--- src/rtl/seg_xlate_pkg.sv ---
package seg_xlate_pkg;
    typedef enum logic [1:0] {
        ST_IDLE,
        ST_SEG,
        ST_PAGE,
        ST_DONE
    } xl_state_e;
endpackage

--- src/rtl/seg_table.sv ---
module seg_table #(
    parameter int SEG_W  = 2,
    parameter int PTI_W  = 5,
    parameter int SOFF_W = 7
) (
    input  logic              clk,
    input  logic              rst_n,
    input  logic              we,
    input  logic [SEG_W-1:0]  wr_idx,
    input  logic [PTI_W-1:0]  wr_base,
    input  logic [SOFF_W-1:0] wr_limit,
    input  logic [SEG_W-1:0]  rd_idx,
    output logic [PTI_W-1:0]  rd_base,
    output logic [SOFF_W-1:0] rd_limit
);
    localparam int NSEG = 1 << SEG_W;

    logic [PTI_W-1:0]  base_r  [NSEG];
    logic [SOFF_W-1:0] limit_r [NSEG];

    always_ff @(posedge clk) begin
        if (!rst_n) begin
            for (int i = 0; i < NSEG; i++) begin
                base_r[i]  <= '0;
                limit_r[i] <= '0;
            end
        end else if (we) begin
            base_r[wr_idx]  <= wr_base;
            limit_r[wr_idx] <= wr_limit;
        end
    end

    assign rd_base  = base_r[rd_idx];
    assign rd_limit = limit_r[rd_idx];
endmodule

--- src/rtl/page_table.sv ---
module page_table #(
    parameter int PTI_W   = 5,
    parameter int FRAME_W = 6
) (
    input  logic               clk,
    input  logic               rst_n,
    input  logic               we,
    input  logic [PTI_W-1:0]   wr_idx,
    input  logic [FRAME_W-1:0] wr_frame,
    input  logic               wr_present,
    input  logic               wr_mod,
    input  logic               set_mod,
    input  logic [PTI_W-1:0]   rd_idx,
    output logic [FRAME_W-1:0] rd_frame,
    output logic               rd_present,
    output logic               rd_mod
);
    localparam int DEPTH = 1 << PTI_W;

    logic [FRAME_W-1:0] frame_r [DEPTH];
    logic [DEPTH-1:0]   pres_r;
    logic [DEPTH-1:0]   mod_r;

    always_ff @(posedge clk) begin
        if (!rst_n) begin
            pres_r <= '0;
            mod_r  <= '0;
            for (int i = 0; i < DEPTH; i++) frame_r[i] <= '0;
        end else begin
            if (set_mod) mod_r[rd_idx] <= 1'b1;
            if (we) begin
                frame_r[wr_idx] <= wr_frame;
                pres_r[wr_idx]  <= wr_present;
                mod_r[wr_idx]   <= wr_mod;
            end
        end
    end

    assign rd_frame   = frame_r[rd_idx];
    assign rd_present = pres_r[rd_idx];
    assign rd_mod     = mod_r[rd_idx];
endmodule

--- src/rtl/xlate_ctrl.sv ---
module xlate_ctrl
    import seg_xlate_pkg::*;
#(
    parameter int SEG_W   = 2,
    parameter int PAGE_W  = 3,
    parameter int OFF_W   = 4,
    parameter int PTI_W   = 5,
    parameter int FRAME_W = 6,
    localparam int SOFF_W = PAGE_W + OFF_W
) (
    input  logic                     clk,
    input  logic                     rst_n,
    input  logic                     req_valid,
    input  logic [SEG_W-1:0]         req_seg,
    input  logic [SOFF_W-1:0]        req_off,
    input  logic                     req_write,
    output logic                     req_ready,
    output logic [SEG_W-1:0]         seg_idx,
    input  logic [PTI_W-1:0]         seg_base,
    input  logic [SOFF_W-1:0]        seg_limit,
    output logic [PTI_W-1:0]         pt_idx,
    input  logic [FRAME_W-1:0]       pt_frame,
    input  logic                     pt_present,
    input  logic                     pt_mod,
    output logic                     set_mod,
    output logic                     rsp_valid,
    output logic [FRAME_W+OFF_W-1:0] rsp_addr,
    output logic                     rsp_modified,
    output logic                     fault_page,
    output logic                     fault_range,
    output logic [SEG_W-1:0]         fault_seg,
    output logic [PAGE_W-1:0]        fault_pnum
);
    xl_state_e state, state_nx;

    logic [SEG_W-1:0]  seg_q;
    logic [SOFF_W-1:0] off_q;
    logic              wr_q;
    logic [PTI_W-1:0]  base_q;
    logic [PAGE_W-1:0] page_num;
    logic              over_limit;

    assign page_num   = off_q[SOFF_W-1:OFF_W];
    assign over_limit = off_q > seg_limit;
    assign req_ready  = (state == ST_IDLE);
    assign seg_idx    = seg_q;
    assign pt_idx     = base_q + PTI_W'(page_num);
    assign set_mod    = (state == ST_PAGE) && pt_present && wr_q;

    always_comb begin
        state_nx = state;
        unique case (state)
            ST_IDLE: if (req_valid) state_nx = ST_SEG;
            ST_SEG:  state_nx = over_limit ? ST_DONE : ST_PAGE;
            ST_PAGE: state_nx = ST_DONE;
            ST_DONE: state_nx = ST_IDLE;
            default: state_nx = ST_IDLE;
        endcase
    end

    always_ff @(posedge clk) begin
        if (!rst_n) state <= ST_IDLE;
        else        state <= state_nx;
    end

    always_ff @(posedge clk) begin
        if (!rst_n) begin
            seg_q        <= '0;
            off_q        <= '0;
            wr_q         <= 1'b0;
            base_q       <= '0;
            rsp_valid    <= 1'b0;
            rsp_addr     <= '0;
            rsp_modified <= 1'b0;
            fault_page   <= 1'b0;
            fault_range  <= 1'b0;
            fault_seg    <= '0;
            fault_pnum   <= '0;
        end else begin
            rsp_valid   <= 1'b0;
            fault_page  <= 1'b0;
            fault_range <= 1'b0;
            unique case (state)
                ST_IDLE: if (req_valid) begin
                    seg_q <= req_seg;
                    off_q <= req_off;
                    wr_q  <= req_write;
                end
                ST_SEG: begin
                    base_q <= seg_base;
                    if (over_limit) begin
                        fault_range <= 1'b1;
                        fault_seg   <= seg_q;
                        fault_pnum  <= page_num;
                    end
                end
                ST_PAGE: begin
                    if (pt_present) begin
                        rsp_valid    <= 1'b1;
                        rsp_addr     <= {pt_frame, off_q[OFF_W-1:0]};
                        rsp_modified <= pt_mod | wr_q;
                    end else begin
                        fault_page <= 1'b1;
                        fault_seg  <= seg_q;
                        fault_pnum <= page_num;
                    end
                end
                ST_DONE: ;
                default: ;
            endcase
        end
    end

    // one outcome at a time, each a single-cycle pulse
    p_one_outcome_r9: assert property (@(posedge clk) disable iff (!rst_n)
        $onehot0({rsp_valid, fault_page, fault_range}));
    p_pulse_r9: assert property (@(posedge clk) disable iff (!rst_n)
        (rsp_valid || fault_page || fault_range) |=>
        !(rsp_valid || fault_page || fault_range));
    // two busy cycles precede a page-level outcome
    p_page_latency_r2: assert property (@(posedge clk) disable iff (!rst_n)
        (rsp_valid || fault_page) |-> (!$past(req_ready) && !$past(req_ready, 2)));
    // a range fault follows exactly one busy cycle after idle
    p_range_latency_r4: assert property (@(posedge clk) disable iff (!rst_n)
        fault_range |-> (!$past(req_ready) && $past(req_ready, 2)));
    // a completed write always reports the page as modified
    p_write_marks_r6: assert property (@(posedge clk) disable iff (!rst_n)
        (rsp_valid && wr_q) |-> rsp_modified);
    // once busy, the translator stays busy through the next cycle
    p_busy_hold_r8: assert property (@(posedge clk) disable iff (!rst_n)
        $fell(req_ready) |=> !req_ready);
endmodule

--- src/rtl/seg_xlate.sv ---
module seg_xlate #(
    parameter int SEG_W   = 2,
    parameter int PAGE_W  = 3,
    parameter int OFF_W   = 4,
    parameter int PTI_W   = 5,
    parameter int FRAME_W = 6,
    localparam int SOFF_W = PAGE_W + OFF_W,
    localparam int ADDR_W = FRAME_W + OFF_W
) (
    input  logic               clk,
    input  logic               rst_n,
    input  logic               seg_we,
    input  logic [SEG_W-1:0]   seg_wr_idx,
    input  logic [PTI_W-1:0]   seg_wr_base,
    input  logic [SOFF_W-1:0]  seg_wr_limit,
    input  logic               pg_we,
    input  logic [PTI_W-1:0]   pg_wr_idx,
    input  logic [FRAME_W-1:0] pg_wr_frame,
    input  logic               pg_wr_present,
    input  logic               pg_wr_mod,
    input  logic               req_valid,
    input  logic [SEG_W-1:0]   req_seg,
    input  logic [SOFF_W-1:0]  req_off,
    input  logic               req_write,
    output logic               req_ready,
    output logic               rsp_valid,
    output logic [ADDR_W-1:0]  rsp_addr,
    output logic               rsp_modified,
    output logic               fault_page,
    output logic               fault_range,
    output logic [SEG_W-1:0]   fault_seg,
    output logic [PAGE_W-1:0]  fault_pnum
);
    logic [SEG_W-1:0]   seg_idx;
    logic [PTI_W-1:0]   seg_base;
    logic [SOFF_W-1:0]  seg_limit;
    logic [PTI_W-1:0]   pt_idx;
    logic [FRAME_W-1:0] pt_frame;
    logic               pt_present;
    logic               pt_mod;
    logic               set_mod;

    seg_table #(.SEG_W(SEG_W), .PTI_W(PTI_W), .SOFF_W(SOFF_W)) u_seg (
        .clk(clk), .rst_n(rst_n),
        .we(seg_we), .wr_idx(seg_wr_idx), .wr_base(seg_wr_base), .wr_limit(seg_wr_limit),
        .rd_idx(seg_idx), .rd_base(seg_base), .rd_limit(seg_limit)
    );

    page_table #(.PTI_W(PTI_W), .FRAME_W(FRAME_W)) u_pt (
        .clk(clk), .rst_n(rst_n),
        .we(pg_we), .wr_idx(pg_wr_idx), .wr_frame(pg_wr_frame),
        .wr_present(pg_wr_present), .wr_mod(pg_wr_mod),
        .set_mod(set_mod), .rd_idx(pt_idx),
        .rd_frame(pt_frame), .rd_present(pt_present), .rd_mod(pt_mod)
    );

    xlate_ctrl #(.SEG_W(SEG_W), .PAGE_W(PAGE_W), .OFF_W(OFF_W),
                 .PTI_W(PTI_W), .FRAME_W(FRAME_W)) u_ctrl (
        .clk(clk), .rst_n(rst_n),
        .req_valid(req_valid), .req_seg(req_seg), .req_off(req_off),
        .req_write(req_write), .req_ready(req_ready),
        .seg_idx(seg_idx), .seg_base(seg_base), .seg_limit(seg_limit),
        .pt_idx(pt_idx), .pt_frame(pt_frame), .pt_present(pt_present),
        .pt_mod(pt_mod), .set_mod(set_mod),
        .rsp_valid(rsp_valid), .rsp_addr(rsp_addr), .rsp_modified(rsp_modified),
        .fault_page(fault_page), .fault_range(fault_range),
        .fault_seg(fault_seg), .fault_pnum(fault_pnum)
    );
endmodule

--- config.mk ---
export PLATFORM = sky130hd
export DESIGN_NAME = seg_xlate
export DESIGN_NICKNAME = d
export VERILOG_FILES = /design/src/rtl/seg_xlate_pkg.sv /design/src/rtl/seg_table.sv /design/src/rtl/page_table.sv /design/src/rtl/xlate_ctrl.sv /design/src/rtl/seg_xlate.sv
export SDC_FILE = /design/constraint.sdc
export NUM_CORES = 1
export LEC_CHECK = 0
export BUFFER_PORTS_ARGS = -buffer_cell sky130_fd_sc_hd__buf_2
export CAP_MARGIN = 20
export CORE_ASPECT_RATIO = 1.2
export CORE_MARGIN = 4
export CORE_UTILIZATION = 51
export CTS_CLUSTER_DIAMETER = 120
export CTS_CLUSTER_SIZE = 20
export DETAILED_ROUTE_END_ITERATION = 16
export PLACE_DENSITY_LB_ADDON = 0.25
export SYNTH_ARGS = -nofsm -noshare
export SYNTH_HDL_FRONTEND = slang
export SYNTH_HIERARCHICAL = 1
export SYNTH_SLANG_ARGS = --single-unit
--- constraint.sdc ---
create_clock -name clk -period 8.7 [get_ports clk]
set_input_delay 2.175 -clock clk [delete_from_list [all_inputs] [get_ports clk]]
set_output_delay 2.175 -clock clk [all_outputs]
set_load 0.01 [all_outputs]
# Word-level counts from Yosys, hierarchy flattened
# Memory sizes are Yosys's and may differ from the RTL's. A register that Yosys moved wholly into a read port is not among the register bits.
# Cells that the tools add are included.
totals:
  output_inout_bits: 20
  ram_bits: 240
  elab_cells: 89
  regBits: 95
  input_bits: 42
  mem_count: 3
classes:
  bitwise_logic: 2
  n_lt_le_gt_ge: 5
  addsub: 1
  eq_ne: 6
  n_reduce_logical: 16
  muxes: 43
memory_table:
  columns: ["memory", "words", "word_bits", "read_ports", "rd_ports_with_merged_regs", "wr", "line", "source"]
  rows:
  - ["u_pt.frame_r", 32, 6, 1, 1, 32, "page_table.sv:20", "logic [FRAME_W-1:0] frame_r [DEPTH];"]
  - ["u_seg.limit_r", 4, 7, 1, 1, 4, "seg_table.sv:19", "logic [SOFF_W-1:0] limit_r [NSEG];"]
  - ["u_seg.base_r", 4, 5, 1, 1, 4, "seg_table.sv:18", "logic [PTI_W-1:0] base_r [NSEG];"]
op_table:
  columns: ["operator", "count"]
  rows:
  - ["$mux W32", 3]
  - ["$bwmux W32", 2]
  - ["$or A32 B32 Y32", 1]
  - ["$mux W1", 18]
  - ["$mux W2", 7]
  - ["$lt A5 B6 Y1 const B", 2]
  - ["$bmux W1 S5", 2]
  - ["$demux W1 S5", 2]
  - ["$ge A5 B1 Y1 const B", 2]
  - ["$mux W5", 2]
  - ["$pmux W2 S4", 1]
  - ["$reduce_and A2 Y1", 4]
  - ["$gt A7 B7 Y1", 1]
  - ["$mux W7", 1]
  - ["$reduce_or A7 Y1", 1]
  - ["$mux W3", 2]
  - ["$mux W6", 1]
  - ["$pmux W3 S2", 1]
  - ["$reduce_or A6 Y1", 1]
  - ["$add A5 B3 Y5", 1]
  - ["$reduce_or A5 Y1", 1]
  - ["$eq A2 B2 Y1 const B", 2]
  - ["$logic_and A1 B1 Y1", 4]
  - ["$ne A2 B2 Y1 const B", 2]
  - ["8 further kinds", 9]

# Logic depth before layout (Yosys ltp)
# Gate-level depths: netlist of the first run.
depth:
  word_depth: 10
  mapped_depth: 17
  depth_no_buf: 15

# Cells and area by module
# The synthesis of the first run kept the hierarchy.
by_module_without_submodules:
  columns: ["module", "n_inst", "cells_each", "seq_area_each_um2", "area_per_inst_um2"]
  rows:
  - ["page_table", 1, 983, 7046.8, 11922.7]
  - ["seg_table", 1, 126, 1441.4, 2133.3]
  - ["xlate_ctrl", 1, 198, 720.7, 1747.9]

# Worst setup path before layout of the first run
# No wires, ideal clock.
synth_path:
  kind: "input-to-reg"
  startpoint: "in pg_wr_idx[2]"
  endpoint: "mem u_pt.frame_r[3][0] (enable)"
  path_buffers: 1
  setup_ns: 0.381
  path_slack_ns: 5.037
  arrival_time_ns: 3.282
  required_ns: 8.319
  path_stages: 3
  cell_sequence: "or3_1 -> buf_2 -> o21ai_0"
synth_rtl:
  columns: ["element", "line", "source"]
  rows:
  - ["start, declared", "seg_xlate.sv:17", "input logic [PTI_W-1:0] pg_wr_idx,"]
  - ["end, declared", "page_table.sv:20", null]

# Final worst setup path of the first run
layout_path:
  startpoint: "reg u_ctrl.off_q[4]"
  endpoint: "reg u_pt.mod_r[9]"
layout_via:
  elab_cells_between_ends: 15
  classes_between: "1 x add/sub; 2 x order compare; 8 x mux; 1 x bitwise; 3 x reduce/logical"
layout_rtl:
  columns: ["element", "line", "source"]
  rows:
  - ["start, declared", "xlate_ctrl.sv:37", "logic [SOFF_W-1:0] off_q;"]
  - ["start signal, assigned", "xlate_ctrl.sv:86", "off_q <= req_off;"]
  - ["$add A5 B3 Y5 (*)", "xlate_ctrl.sv:47", "assign pt_idx = base_q + PTI_W'(page_num);"]
  - ["net pt_idx[1]", "seg_xlate.sv:37", "logic [PTI_W-1:0] pt_idx;"]
  - ["$bmux W1 S5 (*)", "page_table.sv:40", "assign rd_present = pres_r[rd_idx];"]
  - ["$mux W1 (implied by the code) (*)", "page_table.sv:40", null]
  - ["net pt_present", "seg_xlate.sv:39", "logic pt_present;"]
  - ["$logic_and A1 B1 Y1 (*) (2 in series)", "xlate_ctrl.sv:48", "assign set_mod = (state == ST_PAGE) && pt_present && wr_q;"]
  - ["net set_mod", "seg_xlate.sv:41", "logic set_mod;"]
  - ["$mux W32 (*)", "page_table.sv:30", "if (set_mod) mod_r[rd_idx] <= 1'b1;"]
  - ["$mux W32 (*)", "page_table.sv:25", "if (!rst_n) begin"]
  - ["$bwmux W32", "page_table.sv:34", "mod_r[wr_idx] <= wr_mod;"]
  - ["$mux W32 (*)", "page_table.sv:31", "if (we) begin"]
  - ["end signal, assigned by index", "page_table.sv:34", null]
  - ["end, declared", "page_table.sv:22", "logic [DEPTH-1:0] mod_r;"]
# The timed path passes the listed nets; every way through them passes the cells marked *. The select of a mux whose other input is x is not followed.
# A chain may end at the register's enable or synchronous reset.

==> qor.yml, run 1 <==
synthesis:
  syn-num-nets: 1364
  syn_area_um2: 15800
  ys_async_sr_fraction_pct: 0
  avgSynthCellArea_um2: 12.1
  synth_ff_type: "edfxtp_1"
  netlist_instances: 1307
  ys_seq_elements: 340
  ys_seq_area_share_pct: 58.3
  synth_enable_flop_cells: 240
  ys_warn_count: 6
  synthDistinctLibCells: 57
worst_setup_path:
  cp_slowest_cell: "buf_4"
  arrival_ps: 5070
  crit_path_end_kind: "register"
  path_class: "register to register"
  r2r-end: "u_pt/mod_r[9]"
  crit_path_max_fanout: 72
  path_cells: "ha_1 -> inv_1 -> fa_1 -> inv_6 -> buf_4 -> mux2i_1 -> o22ai_1 -> nor4_1 -> nand2_1 -> and3_1 -> nand2_1 -> nor2_1 -> a21oi_1 -> o2bb2ai_1"
  rr_worst_depth: 14
  rrSetupSlack_ps: 4070
  r2r_start: "u_ctrl/off_q[4]"
  cp-start-kind: "register"
  path_buf_inv: 3
  crit_family: "buffers and inverters"
  crit_top_cell: "nand2_1"
  worst-endpoint-required_ps: 9140
  cpPeakStageDelay_ps: 660
power_and_ir_drop:
  peakVddDrop_v: 0.000146
  switchingPower_uw: 1150
  p_int_uw: 2650
  p_leak_uw: 0.00606
  switching_share_pct: 30.3
  power_frac_clock_pct: 25.5
  seq_power_share_pct: 49.2
  pwr-share-comb_pct: 25.3
  power.density_nw_per_um2: 223
timing:
  fin_crit_sh_pct: 53.2
  setup_viol: 0
  relSlewSlack_pct: 36.3
  drv_slew: 0
  finClkSkew_ps: 13.6
  setup-tns-final_ps: 0
  tightest_slew_ps: 955
  hold_viol: 0
  rsz0062_at_grt: "false"
  fmax_ghz: 0.216
  layout_min_cycle_time_ps: 4630
clock_tree:
  clockBufferDepth: 3
  ctsHoldBuffers: 0
  cts-resized-gates: 0
  clkTransAtPathRegs_ps: 90
  numCtsBuffers: 20
  cts_tree: "done"
  clkLatencyLatePin_ps: 520
  post_cts_buffers: 0
  cts_sinks: 340
  cts-root-buf: "clkbuf_16"
  cts_htree_levels: 1
place:
  hpwl_mm: 25.8
  gp_congestion: 0.875
  io_buffers: 61
route:
  wl_per_cell_um: 21.9
  drc: 0
  viasPerCell: 5.82
  drtPass1Iterations: 6
  vias: 10200
  dr.first_iter.drc_count: 857
  ant_nets: 0
  wirelength_mm: 38.4
layout:
  post-route-util_pct: 55.8
  multi_input_area_um2: 6050
  fillers: 2568
  layout.nets: 1402
  drive_above_1_share_pct: 10.8
  syn_to_final_growth_pct: 7.92
  seq_area_um2: 9210
  n_antenna_cell: 0
global_routing:
  antenna_found_initial: 1
  overflow: 0
  grt_max_degree: 96
  grt_pass1_wl_mm: 59.5
  grt_pass1_vias: 10200
  gr-usage-all-layers_pct: 22.2
floorplan:
  initial_core_util_pct: 51.7
  ios: 62
  placementRows: 70
  dieWidth_um: 169
  die_h_um: 201
  die_area_um2: 33900
  core_area_um2: 30600
job:
  drv_cap: 0
min_path:
  hp-start: "u_ctrl/rsp_addr[2]"
  hp-class: "register to register"
  min_delay_path_depth: 2
  min_delay_worst_endpoint: "u_ctrl/rsp_addr[2]"
outcome:
  status: "finished, final reports clean"
==> cell usage in the layout, fill, tap and decap left out, types with 21 or more instances in the layout <==
master     netlist  final
edfxtp_1       240    240
and2_1         231    231
mux2i_1        139    139
dfxtp_1        100    100
nand2_1         84     84
buf_2           21     75
o22ai_1         63     63
inv_1           47     46
o21ai_0         42     42
nor2_1          37     37
a21oi_1         35     35
o2bb2ai_1       26     26
clkbuf_16        0     21
==> layout make-up <==
type	count	area share [%]
flip-flops and latches	340	54.0
multi-input cells	841	35.5
clock buffers	36	3.41
repair buffers	95	3.13
well taps	396	2.91
inverters	47	1.06
==> sequential cells by signal, indices dropped and copies added (netlist names) <==
name	cells
u_ctrl/off_q	7
u_ctrl/rsp_valid	1
u_ctrl/fault_pnum	3
u_ctrl/rsp_modified	1
u_ctrl/rsp_addr	10
u_pt/pres_r	32
u_ctrl/base_q	5
u_ctrl/seg_idx	2
u_ctrl/state	2
u_pt/mod_r	32
u_ctrl/fault_page	1
u_ctrl/fault_seg	2
u_ctrl/wr_q	1
u_pt/frame_r	192
u_seg/limit_r	28
u_seg/base_r	20
u_ctrl/fault_range	1
==> worst max path at each step <==
stage | from | to | slack [ps] | cells past startpoint
detailed placement | u_ctrl/off_q[5] | u_pt/mod_r[9] | 4050 | 13
finish | u_ctrl/off_q[4] | u_pt/mod_r[9] | 4070 | 14
floorplan | pg_wr_idx[2] | u_pt/frame_r[3][0] | 5040 | 3
global route | u_ctrl/off_q[4] | u_pt/mod_r[9] | 3810 | 14
CTS | u_ctrl/off_q[5] | u_pt/mod_r[30] | 4030 | 13
global placement | u_ctrl/off_q[5] | u_pt/mod_r[9] | 4110 | 13
==> per-layer routing <==
layer  vias up  share of wire [%]  global-route usage, %  routed length [µm]
met1      5012                 41                   29.6               15800
li1       4814                  -                      -                   -
met2       307                 50                   37.9               19300
met3        76                5.1                   2.32                1970
met5         -              0.034                      0                  13
met4         2                3.6                   7.89                1370
==> metrics by stage <==
step	cells	power (µW)	setup WS [ps]	hold WS, ps	instance area (µm²)
floorplan	1307	2600	5040	445	15800
global placement	1694	2840	4110	447	16300
detailed placement	1705	2860	4050	454	16400
CTS	1741	3810	4030	466	17000
global route	1755	3950	3810	493	17100
finish	1755	3800	4070	467	17100
==> logic make-up (layout without fill, tap and decap cells) <==
kind of cell / count (synthesis) / in the layout / share of synthesized area [%]
simple gates: 443 / 443 / 16.2
flops: 340 / 340 / 58.3
compound gates: 229 / 229 / 9.98
mux: 151 / 151 / 10.6
buf+inv: 126 / 178 / 3.59
fa+ha+maj: 15 / 15 / 1.24
xor+xnor: 3 / 3 / 0.166
==> power groups by stage <==
stage	combinational [µW]	sequential [µW]	clock, µW
floorplan	716	1890	0
global placement	936	1900	0
detailed placement	950	1910	0
CTS	954	1870	987
global route	1020	1880	1040
finish	962	1870	967
==> tightest hold or removal path, delay by kind of cell, from the launching register on <==
kind / cells / cell delay [ps]
and+or+nand+nor: 1 / 40
AOI/OAI and AO/OA: 1 / 60
DFF: 1 / 310
==> cell usage after synthesis, drive strengths merged (12+ instances only) <==
cell type,number,area [µm²]
a2bb2o,20,200
a21oi,36,191
mux4,12,278
dfxtp,100,2000
a21boi,20,150
o21ai,48,263
nor4,16,100
buf,36,229
nand2,84,315
o22ai,64,407
ha,14,175
inv,47,176
and3,16,100
edfxtp,240,7210
and2,231,1450
mux2i,139,1390
o2bb2ai,26,228
clkbuf,43,163
nor2,39,151
Power figures use the tool's default switching activity.
==> run 2: changes to the inputs <==
- clock period: 8.7 -> 3.9 ns (I/O delays scaled with it)
==> qor.yml, run 2 (synthesis gave the netlist of run 1 again) <==
layout:
  fillers: 2505
  post-route-util_pct: 56.9
  drive_above_1_share_pct: 13.5
  final_common_cell: "edfxtp_1"
  most-common-layout-cells: "edfxtp_1 (240), and2_1 (231), mux2i_1 (139), dfxtp_1 (100), nand2_1 (84)"
  final_cell_area_um2: 17400
  regMostFlops: "u_pt/frame_r"
  n_antenna_cell: 0
  largestRegisters: "u_pt/frame_r: 192 flops, u_pt/mod_r: 32 flops, u_pt/pres_r: 32 flops"
  multi_input_area_um2: 6070
  syn_to_final_growth_pct: 10.0
  seq_area_um2: 9210
  layout.nets: 1440
  largest_reg_flops: 192
worst_setup_path:
  arrival_ps: 4100
  crit_path_end_kind: "register"
  cp_slowest_cell: "or4b_1"
  cpPeakStageDelay_ps: 470
  cp-startpoint: "u_ctrl/off_q[4]"
  worst-endpoint-required_ps: 4350
  crit_path_max_fanout: 12
  path_class: "register to register"
  rrSetupSlack_ps: 240
  cp-start-kind: "register"
  path_cells: "ha_1 -> inv_1 -> fa_1 -> nor2b_1 -> o21ai_0 -> xnor2_2 -> buf_6 -> or4b_1 -> o22ai_1 -> nor4_1 -> nand2_1 -> and3_1 -> nor3b_4 -> buf_4 -> a21oi_1 -> o2bb2ai_1"
  r2r_start: "u_ctrl/off_q[4]"
route:
  wl_per_cell_um: 21.3
  drc: 0
  dr.first_iter.drc_count: 835
  ant_nets: 0
  vias: 10300
  viasPerCell: 5.77
  drtPass1Iterations: 6
  wirelength_mm: 38.3
timing:
  fmax_ghz: 0.273
  hold_viol: 0
  fin_crit_sh_pct: 93.8
  setup_viol: 0
  tightest_slew_ps: 719
  drv_slew: 0
  finClkSkew_ps: 14.5
  setup_slack_ps: 242
  layout_min_cycle_time_ps: 3660
  relSlewSlack_pct: 51.6
power_and_ir_drop:
  power.density_nw_per_um2: 493
  total_power_uw: 8570
  peakVddDrop_v: 0.000300
  p_leak_uw: 0.00625
place:
  place_area_um2: 16700
  io_buffers: 61
  gp_congestion: 0.938
  hpwl_mm: 27.0
  pre_cts_ws_ps: -12.1
floorplan:
  dieWidth_um: 169
  die_area_um2: 33900
  die_h_um: 201
  initial_core_util_pct: 51.7
  core_area_um2: 30600
  placementRows: 70
  ios: 62
global_routing:
  antenna_found_initial: 0
  gr-usage-all-layers_pct: 22.3
  grt_pass1_vias: 10200
  grt_pass1_wl_mm: 59.3
  grt_max_degree: 52
  overflow: 0
clock_tree:
  cts-root-buf: "clkbuf_16"
  clkLatencyLatePin_ps: 520
  cts_sinks: 340
  numCtsBuffers: 20
  cts_htree_levels: 1
  clockBufferDepth: 3
  cts_tree: "done"
  clkTransAtPathRegs_ps: 80
  ctsHoldBuffers: 0
outcome:
  status: "finished, final reports clean"
min_path:
  hp-class: "register to register"
  hp-start: "u_ctrl/rsp_addr[1]"
job:
  drv_cap: 0
==> run 2: changes by cell type in the layout (fill, tap and decap cells not counted), sizes merged <==
cell,before,now
clkbuf,42,36
buf,89,133
==> run 2: per-layer routing <==
layer  part of all wire [%]  global-route usage, %  wire [µm]  up-vias
met4                    3.5                   7.25       1360        0
met5                      0                      0          0        -
met3                    6.3                   3.03       2400       79
met2                     50                   38.4      19200      344
met1                     40                   29.1      15300     5034
li1                       -                      -          -     4890
==> run 2: stage by stage <==
step / hold WS [ps] / cells / setup TNS (ps)
after floorplan: 445 / 1307 / 0
after global placement: 441 / 1751 / 0
after detailed placement: 451 / 1751 / -12.1
after CTS: 463 / 1787 / 0
after global routing: 488 / 1793 / -3.98
final: 466 / 1793 / 0
==> run 2: final timing paths <==
| check | to | cells past startpoint |
|---|---|---|
| setup / recovery | u_pt/mod_r[0] | 16 |
| hold / removal | u_ctrl/rsp_addr[1] | 2 |
| setup reg to reg | u_pt/mod_r[0] | 16 |
| hold reg to reg | u_ctrl/rsp_addr[1] | 2 |
==> run 2: cell type report <==
class | count | area share [%]
Clock buffer | 36 | 3.35
Inverter | 47 | 1.04
Timing Repair Buffer | 133 | 4.89
Sequential cell | 340 | 53.0
Multi-Input combinational cell | 841 | 34.9
Tap cell | 396 | 2.85
==> run 2: power by group <==
| group | internal [µW] | switching, µW |
|---|---|---|
| combinational | 906 | 1360 |
| clock | 1020 | 1110 |
| sequential | 4060 | 104 |
==> run 2: repair_timing <==
item	CTS	global route
setup buffers	0	6
resized for setup	1	5
pin swaps	0	2
endpoints found under the setup margin	5	32
==> run 2: worst max-delay path: cells and delay by family, from the launching register on <==
family          cells  cell delay [ps]
compound gates      4              550
xor+xnor            1              350
fa+ha+maj           2              610
buf+inv             3              440
flops               1              390
simple gates        6             1240
